--- src/rtl/divmod_pkg.sv ---
package divmod_pkg;

    typedef enum logic [1:0] {
        ST_IDLE  = 2'd0,
        ST_SHIFT = 2'd1,
        ST_FIX   = 2'd2
    } div_state_e;

    function automatic int width_max(input int a, input int b);
        return (a > b) ? a : b;
    endfunction

endpackage

--- src/rtl/div_operand_mag.sv ---
// Turns one operand into a CORE_W-bit magnitude and a negative flag.
module div_operand_mag #(
    parameter int IN_W   = 8,
    parameter int CORE_W = 8
) (
    input  logic [IN_W-1:0]   value,
    input  logic              as_signed,
    output logic [CORE_W-1:0] mag,
    output logic              is_neg
);
    logic [CORE_W-1:0] widened;

    assign is_neg = as_signed & value[IN_W-1];

    generate
        if (IN_W < CORE_W) begin : g_extend
            assign widened = {{(CORE_W-IN_W){is_neg}}, value};
        end else begin : g_same
            assign widened = value;
        end
    endgenerate

    assign mag = is_neg ? (~widened + 1'b1) : widened;
endmodule

--- src/rtl/div_restore_step.sv ---
// One restoring iteration: shift in the next dividend bit, trial subtract.
module div_restore_step #(
    parameter int CORE_W = 8
) (
    input  logic [CORE_W-1:0] part_in,
    input  logic [CORE_W-1:0] bits_in,
    input  logic [CORE_W-1:0] divisor,
    output logic [CORE_W-1:0] part_out,
    output logic [CORE_W-1:0] bits_out
);
    logic [CORE_W:0] shifted;
    logic [CORE_W:0] trial;
    logic            fits;

    assign shifted  = {part_in, bits_in[CORE_W-1]};
    assign trial    = shifted - {1'b0, divisor};
    assign fits     = ~trial[CORE_W];
    assign part_out = fits ? trial[CORE_W-1:0] : shifted[CORE_W-1:0];
    assign bits_out = {bits_in[CORE_W-2:0], fits};
endmodule

--- src/rtl/div_result_fix.sv ---
// Applies a sign to a magnitude and reduces it modulo 2^RES_W.
module div_result_fix #(
    parameter int CORE_W = 8,
    parameter int RES_W  = 8
) (
    input  logic [CORE_W-1:0] mag,
    input  logic              make_neg,
    output logic [RES_W-1:0]  result
);
    localparam int FIX_W = (CORE_W > RES_W) ? CORE_W : RES_W;

    logic [FIX_W-1:0] widened;
    logic [FIX_W-1:0] signed_val;

    generate
        if (CORE_W < FIX_W) begin : g_extend
            assign widened = {{(FIX_W-CORE_W){1'b0}}, mag};
        end else begin : g_same
            assign widened = mag;
        end
    endgenerate

    assign signed_val = make_neg ? (~widened + 1'b1) : widened;
    assign result     = signed_val[RES_W-1:0];
endmodule

--- src/rtl/divmod_unit.sv ---
module divmod_unit
    import divmod_pkg::*;
#(
    parameter int DVD_W = 8,
    parameter int DVS_W = 8,
    parameter int RES_W = width_max(DVD_W, DVS_W)
) (
    input  logic             clk,
    input  logic             rst_n,
    input  logic             start,
    input  logic [DVD_W-1:0] dvd,
    input  logic             dvd_signed,
    input  logic [DVS_W-1:0] dvs,
    input  logic             dvs_signed,
    output logic             busy,
    output logic             done,
    output logic [RES_W-1:0] quo,
    output logic [RES_W-1:0] rem,
    output logic             div_zero
);
    localparam int CORE_W = width_max(DVD_W, DVS_W);
    localparam int CNT_W  = $clog2(CORE_W + 1);
    localparam logic [CNT_W-1:0] LAST_IDX = CNT_W'(CORE_W - 1);

    div_state_e state_q, state_d;

    logic [CORE_W-1:0] mag_dvd, mag_dvs;
    logic              neg_dvd, neg_dvs;
    logic              dvs_zero;

    logic [CORE_W-1:0] part_q, bits_q, divisor_q;
    logic [CORE_W-1:0] part_nx, bits_nx;
    logic [CNT_W-1:0]  step_q;
    logic              neg_quo_q, neg_rem_q, zero_q;
    logic [RES_W-1:0]  quo_fix, rem_fix;

    div_operand_mag #(.IN_W(DVD_W), .CORE_W(CORE_W)) u_mag_dvd (
        .value(dvd), .as_signed(dvd_signed), .mag(mag_dvd), .is_neg(neg_dvd)
    );
    div_operand_mag #(.IN_W(DVS_W), .CORE_W(CORE_W)) u_mag_dvs (
        .value(dvs), .as_signed(dvs_signed), .mag(mag_dvs), .is_neg(neg_dvs)
    );

    assign dvs_zero = (dvs == '0);

    div_restore_step #(.CORE_W(CORE_W)) u_step (
        .part_in(part_q), .bits_in(bits_q), .divisor(divisor_q),
        .part_out(part_nx), .bits_out(bits_nx)
    );

    div_result_fix #(.CORE_W(CORE_W), .RES_W(RES_W)) u_fix_quo (
        .mag(bits_q), .make_neg(neg_quo_q), .result(quo_fix)
    );
    div_result_fix #(.CORE_W(CORE_W), .RES_W(RES_W)) u_fix_rem (
        .mag(part_q), .make_neg(neg_rem_q), .result(rem_fix)
    );

    // Transitions: accept, last_step, retire.
    always_comb begin
        state_d = state_q;
        unique case (state_q)
            ST_IDLE:  if (start) state_d = dvs_zero ? ST_FIX : ST_SHIFT;
            ST_SHIFT: if (step_q == '0) state_d = ST_FIX;
            ST_FIX:   state_d = ST_IDLE;
            default:  state_d = ST_IDLE;
        endcase
    end

    always_ff @(posedge clk or negedge rst_n) begin
        if (!rst_n) state_q <= ST_IDLE;
        else        state_q <= state_d;
    end

    assign busy = (state_q != ST_IDLE);

    always_ff @(posedge clk or negedge rst_n) begin
        if (!rst_n) begin
            part_q    <= '0;
            bits_q    <= '0;
            divisor_q <= '0;
            step_q    <= '0;
            neg_quo_q <= 1'b0;
            neg_rem_q <= 1'b0;
            zero_q    <= 1'b0;
            done      <= 1'b0;
            quo       <= '0;
            rem       <= '0;
            div_zero  <= 1'b0;
        end else begin
            done <= 1'b0;
            unique case (state_q)
                ST_IDLE: begin
                    if (start) begin
                        part_q    <= '0;
                        bits_q    <= mag_dvd;
                        divisor_q <= mag_dvs;
                        step_q    <= LAST_IDX;
                        neg_quo_q <= neg_dvd ^ neg_dvs;
                        neg_rem_q <= neg_dvd;
                        zero_q    <= dvs_zero;
                    end
                end
                ST_SHIFT: begin
                    part_q <= part_nx;
                    bits_q <= bits_nx;
                    step_q <= step_q - 1'b1;
                end
                ST_FIX: begin
                    done     <= 1'b1;
                    div_zero <= zero_q;
                    quo      <= zero_q ? '1 : quo_fix;
                    rem      <= zero_q ? '1 : rem_fix;
                end
                default: ;
            endcase
        end
    end
endmodule

--- config.mk ---
export PLATFORM = sky130hd
export DESIGN_NAME = divmod_unit
export DESIGN_NICKNAME = d
export VERILOG_FILES = /design/src/rtl/divmod_pkg.sv /design/src/rtl/div_operand_mag.sv /design/src/rtl/div_restore_step.sv /design/src/rtl/div_result_fix.sv /design/src/rtl/divmod_unit.sv
export SDC_FILE = /design/constraint.sdc
export NUM_CORES = 1
export LEC_CHECK = 0
export BUFFER_PORTS_ARGS = -buffer_cell sky130_fd_sc_hd__buf_2
export CAP_MARGIN = 20
export CORE_MARGIN = 8
export CORE_UTILIZATION = 35
export DETAILED_ROUTE_END_ITERATION = 8
export MAX_ROUTING_LAYER = met4
export PLACE_DENSITY = 0.5
export SETUP_SLACK_MARGIN = 0.5
export SYNTH_ARGS = -nofsm -noshare
export SYNTH_HDL_FRONTEND = slang
export SYNTH_SLANG_ARGS = --single-unit
--- constraint.sdc ---
create_clock -name clk -period 3.45 [get_ports clk]
set_clock_uncertainty 0.2 [all_clocks]
set_input_delay 0.1725 -clock clk [delete_from_list [all_inputs] [get_ports clk]]
set_output_delay 0.1725 -clock clk [all_outputs]
set_load 0.05 [all_outputs]
==> results.md, run 1 <==
* Core footprint at 0.00859 sq mm
* CP Max Fanout at 11
* Status: finished, final reports clean
* Synth Register Bits at 51
* Setup WS pre-CTS at 0.794 ns
* Die W at around 110 um
* Fin crit period at between 2 and 3 ns
* Dpl cell area at between 0.003 and 0.004 sq mm
* Worst path depth at 10
* DR iter-0 viols at 94
* Cts hold-fix bufs at 16
* CP Data Required Time at about 3.4 ns
* Final Slew Violations at 0
* Layout cells sized above 1 at 15.4%
* Leak at 1.70 nW
* Inst Count DP at between 400 and 500
* Hold violation count in the final report at 0
* Clock sink total at 51
* Worst IR Drop VDD at 390 uV
* CTS tree: yes
* Yosys warnings at 0
* Avg WL per Cell at 14.2 um
* Multi-input gate area at 0.00163 sq mm
* GR Util All Layers at between 10% and 20%
* Slowest stage cell, crit path: fa_1
* Setup WS post-layout at 0.768 ns
* Crit start category: flip-flop
* Fin util at 42.6%
* Die ar. at 0.0120 sq mm
* Total Power at 3.99 mW
* Postcts setup bufs at 0
* Vias in the first global route at 2626
* Mapped Area at between 0.003 and 0.004 sq mm
* Design Area, Final at 0.00366 sq mm
* Leading cell type in the layout, fill and taps excluded: dfrtp_1
* WP buf/inv at 3
* Worst-Margin Slew at between 0.9 and 1 ns
* Clk_lat worst skew at 0.31 ns
* Synthesized instance count at 343
* Number of H-tree levels at 2
* GRT Residual Overflow at 0
* Final WL at roughly 7100 um
* Pwr Density at about 1100 mW/mm^2
* R2R depth at 10
* P&R area growth vs syn at 19.4%
* Clk root buf: clkbuf_8
* R2R Setup Slk at 0.77 ns
* Drt via density at 4.91
* Initial antenna violation count at 0
* Post-synth ARST share at 100%
* Die Ht at approximately 110 um
* HPWL after DPL at between 5000 and 6000 um
* Period utilisation layout at 77.7%
* Hold Startpoint: dvs[3]
* Routability Congestion at 0.864
* Top FF cell, synth: dfrtp_1
* Setup TNS at 0 ns
* WS Path Type: reg2reg
* Ant diodes at 0
* Max Fclk at around 370 MHz
* Worst path top cell family by delay: compound AO/OA/AOI/OAI gates
* Hold Path End: divisor_q[3]
* Worst hold path class: in2reg
* Clock slew at reported path FFs at 0.10 ns
* Most frequent cells in the layout: dfrtp_1, buf_2, nor2_1
* Nets at 429
* Ports at 40
* # DRC at 0
* Worst hold slack at 0.0158 ns
* Filler-free cell count of the finished design at about 500
* Fillers at approximately 900
* Row Count at 34
* Post-cts resize count at 0
* PortBufs at 39
* Vias post-DR at 2472
* Num CTS Buffers at 5
* Setup crit end kind: flip-flop
* Endpoints failing setup at 0
* Library cells used by synthesis at 48
* Cell mode on critical path: inv_1
* Syn Nets at about 380
* Rel. slew slack at 37.2%
* RSZ-0062 raised after global routing: false
* Reg-to-Reg Start: bits_q[7]
* Crit path DAT at 2.65 ns
* Post-synthesis sequential area ratio at between 40% and 50%
* Crit path cell chain: inv_1 > ha_1 > inv_1 > fa_1 > a211oi_4 > o211ai_2 > a221oi_2 > buf_4 > mux2i_1 > o21ai_1
* First-pass GRT wire length at ~13000 um
* Syn_area_per_cell at 8.93 sq um
* Initial Utilization at between 30% and 40%
* Post-route ant nets at 0
* Number of buffers on the longest clock path at 2
* Largest net degree at the start of global routing at 33
* Reg2reg end: part_q[3]
* FF/Latch Area at around 0.0013 sq mm
* WHS Path Cells at 3
* Max stage delay on crit path at 0.43 ns
* Max cap viols at 0
* TritonRoute pass-1 iters at 4
* EDFF count, synth at 0
-- area by class of cell --
cell class | instances | area share [%]
repair buffers | 59 | 10.5
clock inverters | 3 | 1.95
multi-input cells | 251 | 44.4
inverters | 26 | 2.67
well taps | 108 | 3.69
clock buffers | 5 | 1.88
flip-flops and latches | 51 | 34.9
-- worst min-delay path, cell delays in order --
cell     delay [ns]
buf_2          0.13
xnor2_1        0.11
o21ai_0        0.07
-- worst max-delay path by stage --
stage | from | endpoint
finish | bits_q[7] | part_q[3]
global route | bits_q[7] | part_q[3]
CTS | bits_q[7] | part_q[3]
detailed placement | bits_q[7] | part_q[3]
global placement | bits_q[7] | part_q[3]
floorplan | bits_q[7] | part_q[1]
-- synthesized netlist by cell type, drive strengths merged, types with 3 or more instances --
cell    number  share of area [%]
o31ai        3               0.73
nor2b        3               0.61
xnor2       17                4.9
ha          13                5.3
buf          3               0.65
o211ai       3               0.90
clkbuf      12                1.5
o41ai        4                1.6
nor2        35                4.3
nor3         6               0.98
o21ai       34                5.6
or4          4               0.98
a31oi        4               0.82
dfrtp       51                 42
a21oi       24                4.3
nand2b       6                1.2
nand3       11                1.8
xor2        10                2.9
a22oi        7                1.7
mux2i       11                3.6
inv         25                3.1
nand2       34                4.2
nand3b       3               0.73
-- power breakdown --
group	internal (mW)	switching, mW	total (mW)
logic	0.927	1.40	2.33
clock network	0.295	0.215	0.509
registers	0.874	0.280	1.15
-- flip-flops by register name, summed over array words and instances (netlist names) --
| signal | cells |
|---|---|
| bits_q | 8 |
| divisor_q | 8 |
| part_q | 8 |
| quo | 8 |
| rem | 8 |
| step_q | 4 |
| state_q | 2 |
| div_zero | 1 |
| done | 1 |
| neg_quo_q | 1 |
| neg_rem_q | 1 |
| zero_q | 1 |
-- cell families after synthesis --
family | Yosys count | synth area share [%]
simple gates | 108 | 16.2
compound gates | 90 | 19.2
flops | 51 | 41.6
buf+inv | 41 | 5.31
xor+xnor | 27 | 7.72
fa+ha+maj | 14 | 5.96
mux | 12 | 3.96
-- layer usage --
metal  global-route usage, %  routed length (um)
met5                       -                   0
met4                    3.18                  49
met3                    2.34                 254
met2                    20.7                3190
met1                    17.2                3650
Note: power is estimated with default switching activity, not from simulation.
==> inputs of run 2 (changes only) <==
Settings changed: PLACE_DENSITY 0.5 to 0.52.
Clock period 3.45 ns to 2.25 ns, I/O delays scaled along.
==> run 2 against run 1 <==
Effect of this change:
- the flow now finishes with violations (setup timing)
- hold slack better by 0.017 ns
- non-clock buffer count increased by 46
- design area rose by 14%
- sequential power up 50%
- clock power is 3% higher
- register-to-register slack lost 1.1 ns
- sequential share of layout area decreased by 4.2 points
- first-iteration DRC count shrank 29%
==> results.md, run 2 (same netlist as run 1, synthesis figures left out) <==
* Status: finished, violations left
* Violated checks: setup timing
* WS Path Type: reg2reg
* Inst Count DP at approximately 500
* R2R depth at 11
* Drt via density at 4.97
* # DRC at 0
* Max Fclk at about 390 MHz
* Vias post-DR at around 2700
* Pwr Density at between 1500 and 2000 mW/mm^2
* Layout cells sized above 1 at 30.0%
* TritonRoute pass-1 iters at 4
* GR Util All Layers at 13.4%
* Clock slew at reported path FFs at 0.10 ns
* Period utilisation layout at 114%
* Worst hold path class: in2reg
* Filler-free cell count of the finished design at 548
* Leading cell type in the layout, fill and taps excluded: dfrtp_1
* Rel. slew slack at 56.1%
* Die ar. at around 0.012 sq mm
* Worst IR Drop VDD at 693 uV
* Max cap viols at 0
* Hold violation count in the final report at 0
* Setup crit end kind: flip-flop
* Crit path DAT at 2.57 ns
* Vias in the first global route at 2628
* Final WL at roughly 7800 um
* PortBufs at 39
* R2R Setup Slk at -0.32 ns
* Num CTS Buffers at 5
* Routability Congestion at around 0.84
* RSZ-0062 raised after global routing: true
* Total Power at between 6 and 7 mW
* Row Count at 34
* Critical Path End: part_q[7]
* Number of H-tree levels at 2
* Clk_lat worst skew at 0.31 ns
* DR iter-0 viols at 67
* Most frequent cells in the layout: dfrtp_1, buf_2, buf_4
* CP Data Required Time at 2.25 ns
* Initial antenna violation count at 0
* Clock sink total at between 50 and 60
* Endpoints failing setup at 9
* Die W at 110 um
* Setup WS post-layout at -0.321 ns
* Setup TNS at -2.67 ns
* Largest net degree at the start of global routing at 52
* GRT Residual Overflow at 0
* HPWL after DPL at around 5500 um
* Critical path startpoint: bits_q[7]
* CP Max Fanout at 5
* Leak at between 1.5 and 2 nW
* Post-route ant nets at 0
* First-pass GRT wire length at roughly 13000 um
* Worst hold slack at roughly 0.033 ns
* Core footprint at 0.00859 sq mm
* Worst-Margin Slew at 0.659 ns
* Ports at 40
* Nets at 475
* Fin crit period at 2.57 ns
* Number of buffers on the longest clock path at 2
* Avg WL per Cell at 14.2 um
* Fillers at 852
* Initial Utilization at roughly 36%
* Die Ht at roughly 110 um
* CTS tree: yes
* Crit start category: flip-flop
* Reg2reg end: part_q[7]
* Clk root buf: clkbuf_8
* Ant diodes at 0
* P&R area growth vs syn at 36.2%
* Reg-to-Reg Start: bits_q[7]
* Final Slew Violations at 0
[run 2: cell count changes in the layout (fill, tap and decap cells not counted), moves of 4 or more]
cell           change
buf_4             +35
buf_6              +7
dlygate4sd3_1      +4
ha_1               -4
ha_4               +4
inv_1              -9
inv_2              +5
inv_4              +4
[run 2: through the flow]
| stage | cell area [sq um] | utilization (%) | worst slack (ns) |
|---|---|---|---|
| floorplan | 3070 | - | -0.259 |
| global placement | 3540 | 41.2 | -0.229 |
| global route | 4170 | 48.6 | -0.433 |
| detailed placement | 3540 | 41.2 | -0.311 |
| CTS | 3940 | 45.8 | -0.278 |
| finish | 4170 | 48.6 | -0.321 |
[run 2: metal layers]
layer / part of all wire (%) / track usage, % / up-vias
met3: 3.2 / 1.93 / 8
met4: 1.4 / 3.95 / 0
met5: 0 / - / -
met1: 48 / 17.4 / 1280
li1: - / - / 1395
met2: 47 / 21.1 / 42
[run 2: final cells by class]
class | count | area, sq um | area share [%]
Multi-Input combinational cell | 251 | 1800 | 43.2
Clock inverter | 2 | 13.8 | 0.330
Inverter | 26 | 108 | 2.58
Sequential cell | 51 | 1280 | 30.6
Clock buffer | 5 | 68.8 | 1.65
Tap cell | 108 | 135 | 3.24
Timing Repair Buffer | 105 | 767 | 18.4
[run 2: where the power goes]
part | switching (mW) | leakage [nW] | internal, mW
clock | 0.308 | 0.0440 | 0.214
sequential | 0.386 | 0.633 | 1.34
combinational | 2.57 | 1.25 | 2.15
total | 3.26 | 1.93 | 3.71
[run 2: critical path: stages, from the launching register on]
cell,delay [ns]
dfrtp_1,0.39
inv_2,0.08
ha_4,0.13
inv_2,0.03
fa_2,0.38
a211oi_4,0.28
o211ai_2,0.13
a221oi_4,0.35
buf_4,0.17
buf_6,0.11
o21ai_2,0.05
a31o_1,0.17
[run 2: worst min path at each step]
stage | cells past startpoint | start | slack [ns] | to
after detailed placement | 2 | rst_n | 0.08 | step_q[1]
after global placement | 2 | rst_n | 0.08 | step_q[1]
after floorplan | 0 | rst_n | -0.38 | bits_q[0]
final | 3 | start | 0.03 | bits_q[3]
after CTS | 5 | dvs[6] | 0.06 | divisor_q[7]
after global routing | 3 | start | 0.06 | bits_q[4]
[run 2: timing repair]
item / 4_1_cts / 5_1_grt
hold buffers: 20 / 0
setup buffers: 5 / 12
gates cloned: 1 / 0
hold endpoints to repair: 69 / 0
pin swaps: 10 / 24
gates resized for setup: 15 / 40
endpoints found under the setup margin: 16 / 29
